[src/rtl/vrmap_pkg.sv]
package vrmap_pkg;

  localparam int RNUM_W = 5;
  localparam int KEY_W  = RNUM_W + 1;
  localparam int EW_W   = 3;

  typedef enum logic [EW_W-1:0] {
    EW_DEF = 3'd0,
    EW_8   = 3'd1,
    EW_16  = 3'd2,
    EW_32  = 3'd3,
    EW_64  = 3'd4
  } ew_code_e;

  // register-table entry, LSB first: vld, fp, key, start, ew
  typedef struct packed {
    logic [EW_W-1:0]   ew;
    logic [RNUM_W-1:0] start;
    logic [RNUM_W-1:0] key;
    logic              fp;
    logic              vld;
  } reg_ent_t;

  // predicate-table entry, LSB first: vld, fp, key, preg, inv, zero
  typedef struct packed {
    logic              zero;
    logic              inv;
    logic [RNUM_W-1:0] preg;
    logic [RNUM_W-1:0] key;
    logic              fp;
    logic              vld;
  } prd_ent_t;

  localparam int REG_ENT_W = $bits(reg_ent_t);
  localparam int PRD_ENT_W = $bits(prd_ent_t);
  localparam int WD_W      = (REG_ENT_W > PRD_ENT_W) ? REG_ENT_W : PRD_ENT_W;

endpackage

[src/rtl/vrmap_store.sv]
module vrmap_store #(
  parameter int N  = 8,
  parameter int W  = 15,
  localparam int IW = (N > 1) ? $clog2(N) : 1
) (
  input  logic                clk,
  input  logic                rst,
  input  logic                we,
  input  logic [IW-1:0]       widx,
  input  logic [W-1:0]        wdata,
  output logic [N-1:0][W-1:0] q
);

  logic [N-1:0][W-1:0] mem;

  always_ff @(posedge clk) begin
    if (rst) begin
      mem <= '0;
    end else if (we) begin
      mem[widx] <= wdata;
    end
  end

  assign q = mem;

endmodule

[src/rtl/vrmap_match.sv]
module vrmap_match #(
  parameter int N  = 8,
  parameter int KW = 6,
  localparam int IW = (N > 1) ? $clog2(N) : 1
) (
  input  logic [N-1:0]         vld,
  input  logic [N-1:0][KW-1:0] keys,
  input  logic [KW-1:0]        qkey,
  output logic                 hit,
  output logic [IW-1:0]        idx
);

  // scan downward so the lowest matching index is the last one kept
  always_comb begin
    hit = 1'b0;
    idx = '0;
    for (int i = N - 1; i >= 0; i--) begin
      if (vld[i] && (keys[i] == qkey)) begin
        hit = 1'b1;
        idx = IW'(i);
      end
    end
  end

endmodule

[src/rtl/vrmap_table.sv]
module vrmap_table
  import vrmap_pkg::*;
#(
  parameter int NENT = 8,
  parameter int PW   = 32,
  localparam int IW  = (NENT > 1) ? $clog2(NENT) : 1
) (
  input  logic              clk,
  input  logic              rst,
  input  logic              wr_en,
  input  logic              wr_sel,
  input  logic [IW-1:0]     wr_idx,
  input  logic [WD_W-1:0]   wr_data,
  input  logic              rq_fp,
  input  logic [RNUM_W-1:0] rq_reg,
  output logic              rq_hit,
  output logic [RNUM_W-1:0] rq_start,
  output logic [EW_W-1:0]   rq_ew,
  output logic              rq_ew_rsvd,
  input  logic              pq_fp,
  input  logic [RNUM_W-1:0] pq_reg,
  input  logic [PW-1:0]     pq_raw,
  output logic              pq_hit,
  output logic [RNUM_W-1:0] pq_preg,
  output logic              pq_inv,
  output logic              pq_zero,
  output logic [PW-1:0]     pq_mask
);

  logic [NENT-1:0][REG_ENT_W-1:0] r_q;
  logic [NENT-1:0][PRD_ENT_W-1:0] p_q;
  reg_ent_t                       r_ent [NENT];
  prd_ent_t                       p_ent [NENT];
  logic [NENT-1:0]                r_vld, p_vld;
  logic [NENT-1:0][KEY_W-1:0]     r_key, p_key;
  logic                           r_hit, p_hit;
  logic [IW-1:0]                  r_idx, p_idx;
  reg_ent_t                       r_sel;
  prd_ent_t                       p_sel;

  // storage: one array per table, selected by wr_sel
  vrmap_store #(.N(NENT), .W(REG_ENT_W)) u_rstore (
    .clk   (clk),
    .rst   (rst),
    .we    (wr_en && !wr_sel),
    .widx  (wr_idx),
    .wdata (wr_data[REG_ENT_W-1:0]),
    .q     (r_q)
  );

  vrmap_store #(.N(NENT), .W(PRD_ENT_W)) u_pstore (
    .clk   (clk),
    .rst   (rst),
    .we    (wr_en && wr_sel),
    .widx  (wr_idx),
    .wdata (wr_data[PRD_ENT_W-1:0]),
    .q     (p_q)
  );

  // per-entry key and valid extraction
  for (genvar g = 0; g < NENT; g++) begin : g_ent
    assign r_ent[g] = reg_ent_t'(r_q[g]);
    assign p_ent[g] = prd_ent_t'(p_q[g]);
    assign r_vld[g] = r_ent[g].vld;
    assign p_vld[g] = p_ent[g].vld;
    assign r_key[g] = {r_ent[g].fp, r_ent[g].key};
    assign p_key[g] = {p_ent[g].fp, p_ent[g].key};
  end

  vrmap_match #(.N(NENT), .KW(KEY_W)) u_rmatch (
    .vld  (r_vld),
    .keys (r_key),
    .qkey ({rq_fp, rq_reg}),
    .hit  (r_hit),
    .idx  (r_idx)
  );

  vrmap_match #(.N(NENT), .KW(KEY_W)) u_pmatch (
    .vld  (p_vld),
    .keys (p_key),
    .qkey ({pq_fp, pq_reg}),
    .hit  (p_hit),
    .idx  (p_idx)
  );

  assign r_sel = r_ent[r_idx];
  assign p_sel = p_ent[p_idx];

  // register lookup: identity mapping on a miss
  always_comb begin
    rq_hit     = r_hit;
    rq_start   = r_hit ? r_sel.start : rq_reg;
    rq_ew      = r_hit ? r_sel.ew : EW_DEF;
    rq_ew_rsvd = (rq_ew > EW_64);
  end

  // predicate lookup: all elements enabled on a miss
  always_comb begin
    pq_hit  = p_hit;
    pq_preg = p_hit ? p_sel.preg : '0;
    pq_inv  = p_hit && p_sel.inv;
    pq_zero = p_hit && p_sel.zero;
    if (!p_hit) begin
      pq_mask = '1;
    end else if (p_sel.inv) begin
      pq_mask = ~pq_raw;
    end else begin
      pq_mask = pq_raw;
    end
  end

endmodule

[config.mk]
export PLATFORM = sky130hd
export DESIGN_NAME = vrmap_table
export DESIGN_NICKNAME = d
export VERILOG_FILES = /design/src/rtl/vrmap_pkg.sv /design/src/rtl/vrmap_store.sv /design/src/rtl/vrmap_match.sv /design/src/rtl/vrmap_table.sv
export SDC_FILE = /design/constraint.sdc
export NUM_CORES = 1
export LEC_CHECK = 0
export BUFFER_PORTS_ARGS = -buffer_cell sky130_fd_sc_hd__buf_2
export CAP_MARGIN = 25
export CORE_MARGIN = 2
export CORE_UTILIZATION = 59
export CTS_CLUSTER_DIAMETER = 40
export DETAILED_ROUTE_END_ITERATION = 10
export PLACE_DENSITY = 0.91
export SYNTH_ARGS = -nofsm -noshare
export SYNTH_HDL_FRONTEND = slang
export SYNTH_SLANG_ARGS = --single-unit
[constraint.sdc]
create_clock -name clk -period 5.6 [get_ports clk]
set_input_delay 1.12 -clock clk [delete_from_list [all_inputs] [get_ports clk]]
set_output_delay 1.12 -clock clk [all_outputs]
set_load 0.02 [all_outputs]
# After elaboration in Yosys (flattened, before gate mapping)
# Index checks and enable logic that the tools add are counted.
# word_totals
regBits	232
inputBits	66
output_inout_bits	50
wordCells	111
# op_classes
order_cmp	5
eq_ne	16
muxes	49
n_bitwise	3
n_reduce_logical	22
# ops
op	count
120-bit bitwise mux	1
112-bit bitwise mux	1
6-bit == test	16
32-bit two-way mux	2
3-bit two-way mux	17
15-bit binary-select mux with 3-bit select	1
15-bit demux with 3-bit select	1
15-bit two-way mux	3
14-bit binary-select mux with 3-bit select	1
14-bit demux with 3-bit select	1
14-bit two-way mux	3
32-bit inverter	1
1-bit logical AND	21
1-bit two-way mux	16
5-bit two-way mux	2
4-bit >= comparator (second input constant)	2
3-bit inverter with 4-bit output	2
3-bit by 4-bit less-than comparator with 1-bit output (second input constant)	1
3-bit by 1-bit >= comparator with 1-bit output (second input constant)	1
3-bit > comparator (second input constant)	1
1-bit logical NOT	1

# Depth between registers and ports, before layout
# Gate-level depths: netlist of the first run.
# depth
word_depth	16
ltp_mapped	13
depth_no_buf	9

# Modules after synthesis
# Synthesis of the first run repeated with hierarchy kept, for this count alone.
# hier_totals
cells_unflattened	1184
hier_area_um2	12498.2
# modules_own_cells
mod	n_inst	cells_each	area_per_inst_um2	seq_area_each_um2
vrmap_store (u_rstore)	1	430	4785.8	2402.3
vrmap_store (u_pstore)	1	403	4450.5	2242.2
vrmap_table	1	185	1875.5	0.0
vrmap_match	2	83	693.2	0.0

# Worst setup path after synthesis of the first run
# Ideal clock, no wire load.
# synth_path
kind	input -> output
startpoint	input port rq_reg[3]
endpoint	output port rq_start[1]
arrival_time_ps	3722
required_time_ps	4480
setup_slack_ps	758
cell_stages	11
path_buffers	3
path_cell_list	buf_6 xor2_1 or4_4 nor2b_4 a211oi_4 o21a_1 buf_6 buf_12 mux2_4 o211a_1 a221o_1
# synth_between
elab_chain_cells	15
elab_cells_between_ends	37
cone_classes	8 x eq/ne; 20 x mux; 1 x bitwise; 8 x reduce/logical
# synth_lines
element	line_no	text
from (decl)	vrmap_table.sv:15	input logic [RNUM_W-1:0] rq_reg,
6-bit == test	vrmap_match.sv:18	if (vld[i] && (keys[i] == qkey)) begin
1-bit logical AND	vrmap_match.sv:18	
3-bit two-way mux (8 in a row)	vrmap_match.sv:18	
3-bit inverter with 4-bit output (not written as such)	vrmap_table.sv:86	assign r_sel = r_ent[r_idx];
15-bit binary-select mux with 3-bit select	vrmap_table.sv:86	
15-bit two-way mux (not written as such) (2 in a row)	vrmap_table.sv:86	
5-bit two-way mux *	vrmap_table.sv:92	rq_start = r_hit ? r_sel.start : rq_reg;
to (decl)	vrmap_table.sv:17	output logic [RNUM_W-1:0] rq_start,
# Every way passes the cells marked *; elsewhere a longest branch is shown, timed or not. The select of a mux whose other input is x is not followed.

# Worst setup path in the final report of the first run
# layout_path
startpoint	input port rq_reg[4]
endpoint	output port rq_start[0]
# The elaborated chain is that of the path after synthesis.

==> summary.md, run 1 <==
The run finished with clean final reports. The largest net degree at the start of global routing was 134. The type of destination of the critical path is an output port. Setup total negative slack on the finished layout was measured at 0 ns. Walking the worst path, the cells encountered are buf_2 -> xnor2_1 -> nand4_1 -> nor4_1 -> or2b_1 -> a211oi_4 -> o21a_1 -> buf_4 -> mux4_2 -> nand2_1 -> nand3_1 -> buf_2. The run gives 0.9050 as the final RePlAce weighted congestion.

The cell seen most often among critical-path stages was buf_2. The tools report the number of library cell types mapped by synthesis as 60. The standard cell core area was 18710 sq um; the average cell area after synthesis was 7.701 sq um.

In this run the remaining antenna-violating nets after routing total 0. On the critical path the largest part of the delay comes from simple AND/OR/NAND/NOR gates. For this run, the register share of the synthesized area comes to 41.36%. For this run, the top clock speed supported by timing is 0.1834 GHz. The logs give 0 ns for the setup skew after layout and 53610 microns for the wire length of the first global-routing pass.

The tools report the number of nets in the synthesized netlist as 1524. TritonCTS built the clock tree. Dividing the detail-routed wire length by the instance count gives 19.71 microns. The register bit total from synthesis was 232; the static leakage was 4.492 nW. On the worst path, the slowest cell contributes a delay of 0.55 ns.

After detailed routing, the total wire length is 34840 microns. The transition time at the pin with the least slew margin is 1.149 ns, and the number of warnings printed during yosys synthesis is 0. The kind of critical path was in -> out.

The relative max-transition margin was 23.09%. The top flip-flop cell by instance count after synthesis is dfxtp_1. Input and output buffers added on the ports amount to 115. After floorplanning, the core was divided into 50 placement rows. The count of flip-flops with a built-in enable after synthesis works out to 0.

Clock root buffer: clkbuf_16. The number of endpoints with negative hold slack in the final report is 0. The logs give 11230 sq um for the netlist area before placement and 1 for the deepest level of the CTS H-tree. For the number of buffers inserted by hold repair at cts, the log shows 0. Together, buffers and inverters on the worst path number 3. Max-cap violations in this run came to 0. IR analysis of the VDD net gives a maximum drop of 0.0002380 V.

At the worst endpoint, the required time is 4.48 ns. The die area came out at 20150 sq um. STA puts the critical path data arrival time at 4.33 ns.

Of all flip-flops after synthesis, the portion carrying an async set or reset was 0%. The overflow left after global routing was 0. The top cell types in the final layout, fill and taps aside, are nand2_1 (495), a21oi_1 (235), dfxtp_1 (232), buf_2 (114), xnor2_1 (48).

The final cycle utilization of the critical path was 97.36%; the maximum clock path buffer count was 3. Global routing used 33.15% of the available tracks across all layers. The total number of clock tree sinks is 232, and the final routed DRC violation total is 0.

The share of final-layout standard cells stronger than drive strength 1 was 15.26%. After clock tree synthesis, the clock-pin slew on the worst setup and hold paths is 0.06 ns. Among all stages on the critical path, the largest delay is contributed by o21a_1.

The min-delay analysis places its worst path in the category reg -> reg. The tightest hold path in the finished design has a slack of 0.4559 ns. From bottom edge to top edge, the die measures 142.0 microns. The first detailed-routing pass ran for 6 iterations.

For this run, the post-layout net count is 1576. Leaving out fill and tap cells, the most frequent cell in the layout is nand2_1. Setup repair after global routing left no endpoint under its margin. The synthesis-to-layout area growth was 14.04%.

Type of origin of the critical path: a primary input. Power per cell area: 299.8 nW/um^2. The number of clock buffers added by TritonCTS is 29. The routed via count divided by cell count is 6.369.

Once the clock tree was built, the resizer swapped 0 gates to a different size. The total count of max-transition violations in the final report is 0. 116 I/O pins were placed.

The horizontal die dimension is 142.0 microns, and the largest fanout of any net on the critical path is 10. Counting every instance in the synthesized netlist gives 1458. The via count of the first global-routing pass came out at 10840. In this run the post-CTS setup repair buffer count came out at 0. The wire-length estimate of the detail-placed layout is 21830 microns. The overall power is 3.839 mW, and the initial antenna violation count is 1.

For the worst-skew pair, the clock arrives at the later sink with an insertion delay of 0.56 ns. Setup violations remaining at the end of the flow were counted as 0. The initial utilization of the core area, before any placement, comes to 60.03%.

The time the final worst path needs with I/O delays and setup was 5.452 ns; the DRC marker count from the first detailed-route iteration was 1373. Summing over every cut layer, the via total after detailed routing is 11260. For this run, the share of the core covered by cells in the final layout is 68.45%.
through the flow:
stage | area, sq um | setup slack [ns] | std cells
floorplan | 11230 | 0.7583 | 1458
global placement | 11740 | 0.3886 | 1707
detailed placement | 11760 | 0.3287 | 1709
CTS | 12760 | 0.2211 | 1763
global route | 12800 | 0.04269 | 1767
finish | 12800 | 0.1480 | 1768
cell families (layout without fill, tap and decap cells):
kind of cell | Yosys count | after routing | share of synthesized area (%)
simple gates | 624 | 624 | 23.18
compound gates | 338 | 338 | 17.13
flops | 232 | 232 | 41.36
buf+inv | 132 | 207 | 5.282
xor+xnor | 96 | 96 | 7.555
mux | 36 | 36 | 5.494
other cells | 0 | 1 | 0
sequential cells by signal, summed over array words and instances (netlist names):
name        cells
u_rstore.q    120
u_pstore.q    112
layer usage:
layer | share of wire, % | vias up | GRT usage, %
met5 | 0.040 | - | 0
met4 | 5.8 | 2 | 20.26
met3 | 11 | 226 | 6.528
met2 | 47 | 840 | 56.29
met1 | 36 | 5211 | 38.80
li1 | - | 4982 | -
synth_stat cells, types with 5 or more instances:
cell type  count  area, sq um
nand2_1      495         1858
a21oi_1      235         1176
dfxtp_1      232         4644
clkbuf_1      94        352.8
xnor2_1       48        420.4
xor2_1        47        411.6
nor3_1        37        185.2
a21boi_0      34        255.2
o21ai_1       27        135.1
nor2_1        24        90.09
buf_2         18        90.09
nand4_1       16        100.1
mux2i_1       14        140.1
mux4_2        14        315.3
nor4_1        13        81.33
nand3_1       10        50.05
o21ai_0        8        40.04
a22o_1         6        52.55
buf_6          6        67.56
inv_1          6        22.52
o211ai_1       5        37.54
report_power, final:
group          switching (mW)  internal, mW  total, mW
Combinational           0.163        0.0747      0.238
Clock                   0.790          1.12       1.91
Sequential             0.0152          1.67       1.69
Total                   0.969          2.87       3.84
cell type report:
type                    instances  area [sq um]
multi-input cells            1094          6000
fillers                      1284          5901
flip-flops and latches        232          4644
repair buffers                147         837.1
clock buffers                  36         792.0
well taps                     234         292.8
clock inverters                18         214.0
inverters                       6         22.52
diodes                          1         2.502
tightest hold or removal path: cells and delay by family (launching register included):
kind               cells  cell delay [ns]
and+or+nand+nor        1             0.05
DFF                    1             0.31
AOI/OAI and AO/OA      1             0.05
worst paths after layout:
kind,from,endpoint,slack (ns),cells past startpoint
hold / removal,u_rstore.q[102],u_rstore.q[102],0.46,2
setup reg to reg,u_pstore.q[18],u_pstore.q[18],4.82,2
hold reg to reg,u_rstore.q[102],u_rstore.q[102],0.46,2
setup / recovery,rq_reg[4],rq_start[0],0.15,12
No activity file was read; power rests on OpenSTA's default activity.
==> run 2, diff against run 1 <==
CORE_ASPECT_RATIO = 0.5   (was default)
clock period = 5.92 ns   (was 5.6 ns; I/O delays follow)
==> run 2 against run 1 <==
First-iteration DRC count shrank 19%; critical path depth shrank 2; clock skew is the same; critical path type unchanged; count of clock-buffer cells in the layout shrank 10; via count shrank 2.1%; largest power group is now registers; hold slack gained 0.0019 ns; sequential share of layout area grew 0.84 points; global-route usage shrank 0.17 points; cell count grew 0.28%; sequential cell count is the same; wire length shrank 2.5%.
==> summary.md, run 2 (synthesized netlist as in run 1, its figures left out) <==
The run finished with clean final reports. The detail-routed net length per standard cell came out at 19.15 microns (was 19.71 microns). Die area: 20220 sq um (was 20150 sq um). Deepest level of the CTS H-tree: 1 (unchanged). For the internal power, the log shows 2.449 mW (was 2.871 mW). The highest-delay cell along the critical path was mux4_1 (was o21a_1).

First-pass detailed-route iteration total: 5 (was 6). The logs give 5.20 ns (was 4.82 ns) for the slack of the worst reg-to-reg path and 35 (was 50) for the number of rows in the core area. Classification of the worst-slack hold path: reg -> reg (unchanged).

The run gives 11030 (was 11260) as the number of vias in the routed layout. The startpoint of the lowest-slack hold path was u_pstore.q[55] (was u_rstore.q[102]). The tools report the final setup violation count as 0 (unchanged). Setup repair after global routing left no endpoint under its margin.

Number of buffers inserted by hold repair at cts: 0 (unchanged). The depth of the worst register-to-register path works out to 2 (unchanged). The most frequent standard cell in the layout excluding fill and tap cells is nand2_1 (unchanged). The capture endpoint of the worst hold path is u_pstore.q[55] (was u_rstore.q[102]).

Cell-by-cell trace of the critical path: buf_2 -> xnor2_1 -> nand4_1 -> nor4_1 -> or2b_1 -> a211oi_4 -> o21a_1 -> mux4_1 -> a221o_1 -> buf_2 (was buf_2 -> xnor2_1 -> nand4_1 -> nor4_1 -> or2b_1 -> a211oi_4 -> o21a_1 -> buf_4 -> mux4_2 -> nand2_1 -> nand3_1 -> buf_2). The required time at the worst-slack endpoint is 4.74 ns (was 4.48 ns). The relative max-transition margin was 28.06% (was 23.09%); the wire length of the first global-routing pass was 52620 microns (was 53610 microns). The diode insertion count for antenna repair was 0 (was 1). The kind of critical path is in -> out (unchanged). The total stage count of the critical path is 10 (was 12), and the largest fanout of any net on the critical path is 10 (unchanged). The critical path's top delay family was compound AO/OA/AOI/OAI gates (was simple AND/OR/NAND/NOR gates). For the number of nets in the layout, the log shows 1566 (was 1576).

The setup TNS was 0 ns (unchanged); the static leakage was 4.350 nW (was 4.492 nW). The power dissipated by switching net loads came out at 778.8 uW (was 968.7 uW). The combinational cell fraction of total power came out at 7.0% (was 6.2%).

TritonCTS built the clock tree. Timing would allow up to 0.1796 GHz. The tools report the standard cell core area as 18520 sq um (was 18710 sq um). The clock period could shrink to 5.567 ns. Count of input and output buffers: 115 (unchanged). Launching point of the worst reg2reg path: u_rstore.q[91] (was u_pstore.q[18]).

The largest net degree at the start of global routing was 98 (was 134). The cell depth of the worst min-delay path came out at 2 (unchanged). The data arrival time of the critical path was 4.38 ns (was 4.33 ns); the number of endpoints with negative hold slack in the final report was 0 (unchanged).

The number of max-capacitance violations reported is 0 (unchanged), and the share of final-layout standard cells stronger than drive strength 1 is 14.33% (was 15.26%). The share of total power consumed by net switching is 24.13% (was 25.23%), and the global-route usage over all layers is 32.98% (was 33.15%). For the DRC marker count from the first detailed-route iteration, the log shows 1113 (was 1373).

Clock transition time at the flip-flop clock pins of the worst setup and hold paths: 0.07 ns (was 0.06 ns). For the number of buffers created by CTS, the log shows 21 (was 29). The run gives 49.3% (was 43.9%) as the sequential fraction of design power. The maximum vdd ir drop is 0.0001351 V (was 0.0002380 V).

The type of destination of the critical path is an output port (unchanged). The number of buffer and inverter instances along the worst setup path came out at 2 (was 3). After layout, the worst path uses 94.03% of the clock period.

The final routed DRC violation total was 0 (unchanged); the power per cell area was 257.9 nW/um^2 (was 299.8 nW/um^2). Maximum single-stage delay on the critical path: 0.64 ns (was 0.55 ns). The run gives 21840 microns (was 21830 microns) as the detailed placement HPWL. Commonest non-fill, non-tap cells in the layout: nand2_1 (495), a21oi_1 (235), dfxtp_1 (232), buf_2 (114), xnor2_1 (48) (unchanged). The logs give 10510 (was 10840) for the via count of the first global-routing pass and 0.49 ns (was 0.56 ns) for the clock latency on the worst-skew pair. Cell seen most often among critical-path stages: buf_2 (unchanged). The total count of max-transition violations in the final report was 0 (unchanged). The tools report the type of origin of the critical path as a primary input (unchanged).

The number of resized instances in the post-cts repair step was 0 (unchanged); the horizontal die dimension was 199.1 microns (was 142.0 microns). The final RePlAce weighted congestion came out at 0.9079 (was 0.9050). The routed wire length was 33960 microns (was 34840 microns). The starting density of the core is 60.61% (was 60.03%).

The overflow left after global routing is 0 (unchanged). The total number of clock tree sinks was 232 (unchanged). The logs give 3 (unchanged) for the maximum clock path buffer count and 0.4521 ns (was 0.3287 ns) for the worst slack after detailed placement. The setup slack of the critical path after layout was 0.3531 ns (was 0.1480 ns); the initial antenna violation count was 0 (was 1).

The layout filler cell count is 1388 (was 1284), and the setup skew after layout is 0 ns (unchanged). The height of the die is 101.5 microns (was 142.0 microns). Transition time at the pin with the least slew margin: 1.075 ns (was 1.149 ns). The clock root buffer was clkbuf_16 (unchanged).

The buffers inserted during post-CTS setup optimization was 0 (unchanged). The run gives 0 (unchanged) as the number of routed nets with antenna violations. The routed via count divided by cell count was 6.220 (was 6.369); the number of top-level pins was 116 (unchanged). The capture point of the worst reg-to-reg path was u_rstore.q[91] (was u_pstore.q[18]). The share of power burned in the clock network was 43.7% (was 49.9%); the number of flip-flops under the largest register name was 120 (unchanged). The synthesis-to-layout area growth was 11.47% (was 14.04%).
[run 2: cell types whose count changed in the layout (fill, tap and decap cells not counted)]
cell	change
diode_2	-1
buf_6	+1
clkbuf_1	-2
inv_16	-1
clkinv_8	-2
buf_8	-1
clkinvlp_4	-3
clkinv_2	+2
inv_6	-1
clkinv_4	-2
clkbuf_16	-8
buf_4	-2
[run 2: layer usage]
metal	track usage, %	up-vias	part of all wire, %
met4	17.39	0	4.9
met3	6.294	165	13
met1	41.24	5111	36
met2	54.97	796	46
met5	0	-	0
li1	-	4956	-
[run 2: power by group through the flow]
stage | sequential [mW] | clock, mW | combinational (mW)
6_report | 1.59 | 1.41 | 0.226
5_1_grt | 1.59 | 1.48 | 0.240
4_1_cts | 1.59 | 1.41 | 0.219
3_5_place_dp | 1.63 | 0 | 0.216
3_3_place_gp | 1.63 | 0 | 0.207
2_1_floorplan | 1.62 | 0 | 0.154
[run 2: area by class of cell]
| type | count | area (sq um) | share of cell area [%] |
|---|---|---|---|
| Clock buffer | 26 | 584.3 | 4.669 |
| Timing Repair Buffer | 145 | 818.3 | 6.538 |
| Clock inverter | 11 | 122.6 | 0.9797 |
| Tap cell | 259 | 324.1 | 2.589 |
| Inverter | 6 | 22.52 | 0.1799 |
| Multi-Input combinational cell | 1094 | 6000 | 47.94 |
| Sequential cell | 232 | 4644 | 37.11 |
[run 2: how the worst max path moves through the flow]
stage / from / slack (ns) / to
floorplan: rq_reg[3] / 0.95 / rq_start[1]
global placement: rq_reg[4] / 0.51 / rq_start[4]
detailed placement: rq_reg[4] / 0.45 / rq_start[4]
CTS: rq_reg[4] / 0.40 / rq_start[4]
global route: rq_reg[4] / 0.18 / rq_ew[2]
finish: rq_reg[4] / 0.35 / rq_start[4]
[run 2: worst register-to-register path: stages (launching register included)]
cell     delay (ns)
dfxtp_1        0.36
nand2_1        0.08
a21oi_1        0.20
[run 2: per-stage QoR]
step                cell area (sq um)  power (mW)  instances  hold WS, ns  util [%]
floorplan                       11230       1.778       1458       0.4315         -
global placement                11740       1.834       1728       0.4382     63.36
detailed placement              11790       1.844       1733       0.4466     63.63
CTS                             12490       3.220       1770       0.4558     67.44
global route                    12520       3.311       1773       0.4698     67.57
finish                          12520       3.228       1773       0.4577     67.57
==> run 3, diff against run 2 <==
RECOVER_POWER = 50   (was default)
==> run 3 against run 2 <==
The run now ends with max-capacitance violations, max-slew violations left; clock power barely moved; count of clock-buffer cells in the layout did not move; clock skew did not move; sequential cell count did not move; sequential power barely moved; global-route usage did not move; power rose by 0.14%.
==> summary.md, run 3 (synthesized netlist as in run 1, its figures left out) <==
The run finished, with violations left. The checks that failed: max-capacitance violations, max-slew violations. The maximum clock path buffer count was 3 (unchanged). The number of endpoints with negative hold slack in the final report came out at 0 (unchanged). The run gives 0 (unchanged) as the number of resized instances in the post-cts repair step.

For the maximum vdd ir drop, the log shows 0.0001353 V (was 0.0001351 V). The logs give 0 (unchanged) for the overflow left after global routing and 1398 (was 1388) for the layout filler cell count. The final standard cell area without fillers came out at 12490 sq um (was 12520 sq um). Most frequent standard cell in the layout excluding fill and tap cells: nand2_1 (unchanged).

The standard cell core area came out at 18520 sq um (unchanged). Number of rows in the core area: 35 (unchanged). The share of final-layout standard cells stronger than drive strength 1 is 13.94% (was 14.33%). The diode insertion count for antenna repair came out at 0 (unchanged). The number of max-capacitance violations reported is 2 (was 0). The die area is 20220 sq um (unchanged), and the routed via count divided by cell count is 6.222 (was 6.220). The largest fanout of any net on the critical path was 10 (unchanged); the final routed DRC violation total was 0 (unchanged). Number of buffers inserted by hold repair at cts: 0 (unchanged). For the required time at the worst-slack endpoint, the log shows 4.74 ns (about the same). The clock root buffer is clkbuf_16 (unchanged). The detailed placement HPWL is 21840 microns (unchanged), and the final RePlAce weighted congestion is 0.9079 (unchanged).

Number of flip-flops under the largest register name: 120 (unchanged). The power per cell area is 258.8 nW/um^2 (was 257.9 nW/um^2), and the core utilization of the finished layout is 67.42% (was 67.57%). The clock transition time at the flip-flop clock pins of the worst setup and hold paths came out at 0.07 ns (about the same). The global-route usage over all layers is 32.98% (unchanged). The cell seen most often among critical-path stages is buf_2 (unchanged). The largest net degree at the start of global routing was 98 (unchanged). The highest-delay cell along the critical path is mux4_1 (unchanged). The tools report the number of nets in the layout as 1566 (unchanged). For the overall power, the log shows 3.232 mW (was 3.228 mW). The maximum single-stage delay on the critical path is 0.64 ns (about the same). Setup repair after global routing left no endpoint under its margin. The synthesis-to-layout area growth works out to 11.22% (was 11.47%). Number of buffers created by CTS: 21 (unchanged).

The starting density of the core was 60.61% (unchanged); the transition time at the pin with the least slew margin was 4.100 ns (was 1.075 ns). Time the final worst path needs with I/O delays and setup: 5.561 ns (was 5.567 ns). The critical path's top delay family was compound AO/OA/AOI/OAI gates (unchanged). The setup skew after layout was 0 ns (unchanged). Kind of critical path: in -> out (unchanged).

The post-placement cell area is 11790 sq um (unchanged). Type of origin of the critical path: a primary input (unchanged). The type of destination of the critical path was an output port (unchanged). The logs give 0 (unchanged) for the initial antenna violation count and 0 (unchanged) for the number of routed nets with antenna violations. The maximum clock frequency is 0.1798 GHz (was 0.1796 GHz), and the height of the die is 101.5 microns (unchanged). The clock latency on the worst-skew pair came out at 0.50 ns (was 0.49 ns).

The run gives 11030 (about the same) as the number of vias in the routed layout. The run gives -173.4% (was 28.06%) as the relative max-transition margin. Deepest level of the CTS H-tree: 1 (unchanged). Commonest non-fill, non-tap cells in the layout: nand2_1 (495), a21oi_1 (235), dfxtp_1 (232), buf_2 (112), xnor2_1 (48) (was nand2_1 (495), a21oi_1 (235), dfxtp_1 (232), buf_2 (114), xnor2_1 (48)). The static leakage is 4.326 nW (was 4.350 nW), and the number of top-level pins is 116 (unchanged).

The logs give 1155 (was 1113) for the DRC marker count from the first detailed-route iteration and 34190 microns (was 33960 microns) for the routed wire length. The tools report the final setup violation count as 0 (unchanged). Cell-by-cell trace of the critical path: buf_2 -> xnor2_1 -> nand4_1 -> nor4_1 -> or2b_1 -> a211oi_4 -> o21a_1 -> mux4_1 -> a221o_1 -> buf_2 (unchanged).

The wire length of the first global-routing pass was 52620 microns (unchanged); the total number of clock tree sinks was 232 (unchanged). The final cycle utilization of the critical path came out at 93.94% (was 94.03%). The total count of max-transition violations in the final report was 165 (was 0); the first-pass detailed-route iteration total was 5 (unchanged). Classification of the worst-slack hold path: reg -> reg (unchanged). The count of input and output buffers came out at 115 (unchanged). The buffers inserted during post-CTS setup optimization came out at 0 (unchanged). The data arrival time of the critical path is 4.38 ns (about the same), and the number of buffer and inverter instances along the worst setup path is 2 (unchanged).

The horizontal die dimension was 199.1 microns (unchanged); the via count of the first global-routing pass was 10510 (unchanged). The run gives 0 ns (unchanged) as the setup TNS. The detail-routed net length per standard cell works out to 19.28 microns (was 19.15 microns). TritonCTS built the clock tree.
run 3: cell types whose count changed in the layout (fill, tap and decap cells not counted), sizes merged:
cell,before,now
buf,145,138
clkbuf,26,33
run 3: through the flow:
step           instances  hold WS, ns  setup WS (ns)
2_1_floorplan       1458       0.4315         0.9503
3_3_place_gp        1728       0.4382         0.5146
3_5_place_dp        1733       0.4466         0.4521
4_1_cts             1770       0.4558         0.4012
5_1_grt             1773       0.4698         0.1775
6_report            1773       0.4566         0.3589
run 3: layer usage:
metal	up-vias	track usage (%)	part of all wire (%)
li1	4958	-	-
met1	5172	41.24	38
met2	741	54.97	46
met3	160	6.294	11
met4	0	17.39	4.7
met5	-	0	0
run 3: worst register-to-register path, delay by kind of cell (launching register included):
| family | cells | cell delay (ns) |
|---|---|---|
| and+or+nand+nor | 1 | 0.08 |
| AOI/OAI and AO/OA | 1 | 0.10 |
| DFF | 1 | 0.32 |
run 3: final timing paths:
kind | depth (start not counted) | to | startpoint | slack (ns)
worst max register to register | 2 | u_pstore.q[85] | u_pstore.q[85] | 5.11
worst min register to register | 2 | u_pstore.q[55] | u_pstore.q[55] | 0.46
worst max-delay path | 10 | rq_start[4] | rq_reg[4] | 0.36
worst min-delay path | 2 | u_pstore.q[55] | u_pstore.q[55] | 0.46
run 3: layout make-up:
class | count | area, sq um | share of cell area, %
Inverter | 6 | 22.52 | 0.1803
Tap cell | 259 | 324.1 | 2.595
Clock buffer | 26 | 584.3 | 4.679
Clock inverter | 11 | 122.6 | 0.9819
Sequential cell | 232 | 4644 | 37.19
Multi-Input combinational cell | 1094 | 6000 | 48.04
Timing Repair Buffer | 145 | 790.8 | 6.332
run 3: where the power goes:
part	switching [mW]	internal [mW]	total, mW	leakage [nW]
combinational	0.156	0.0701	0.226	2.10
sequential	0.0127	1.58	1.59	1.87
clock	0.616	0.798	1.41	0.356
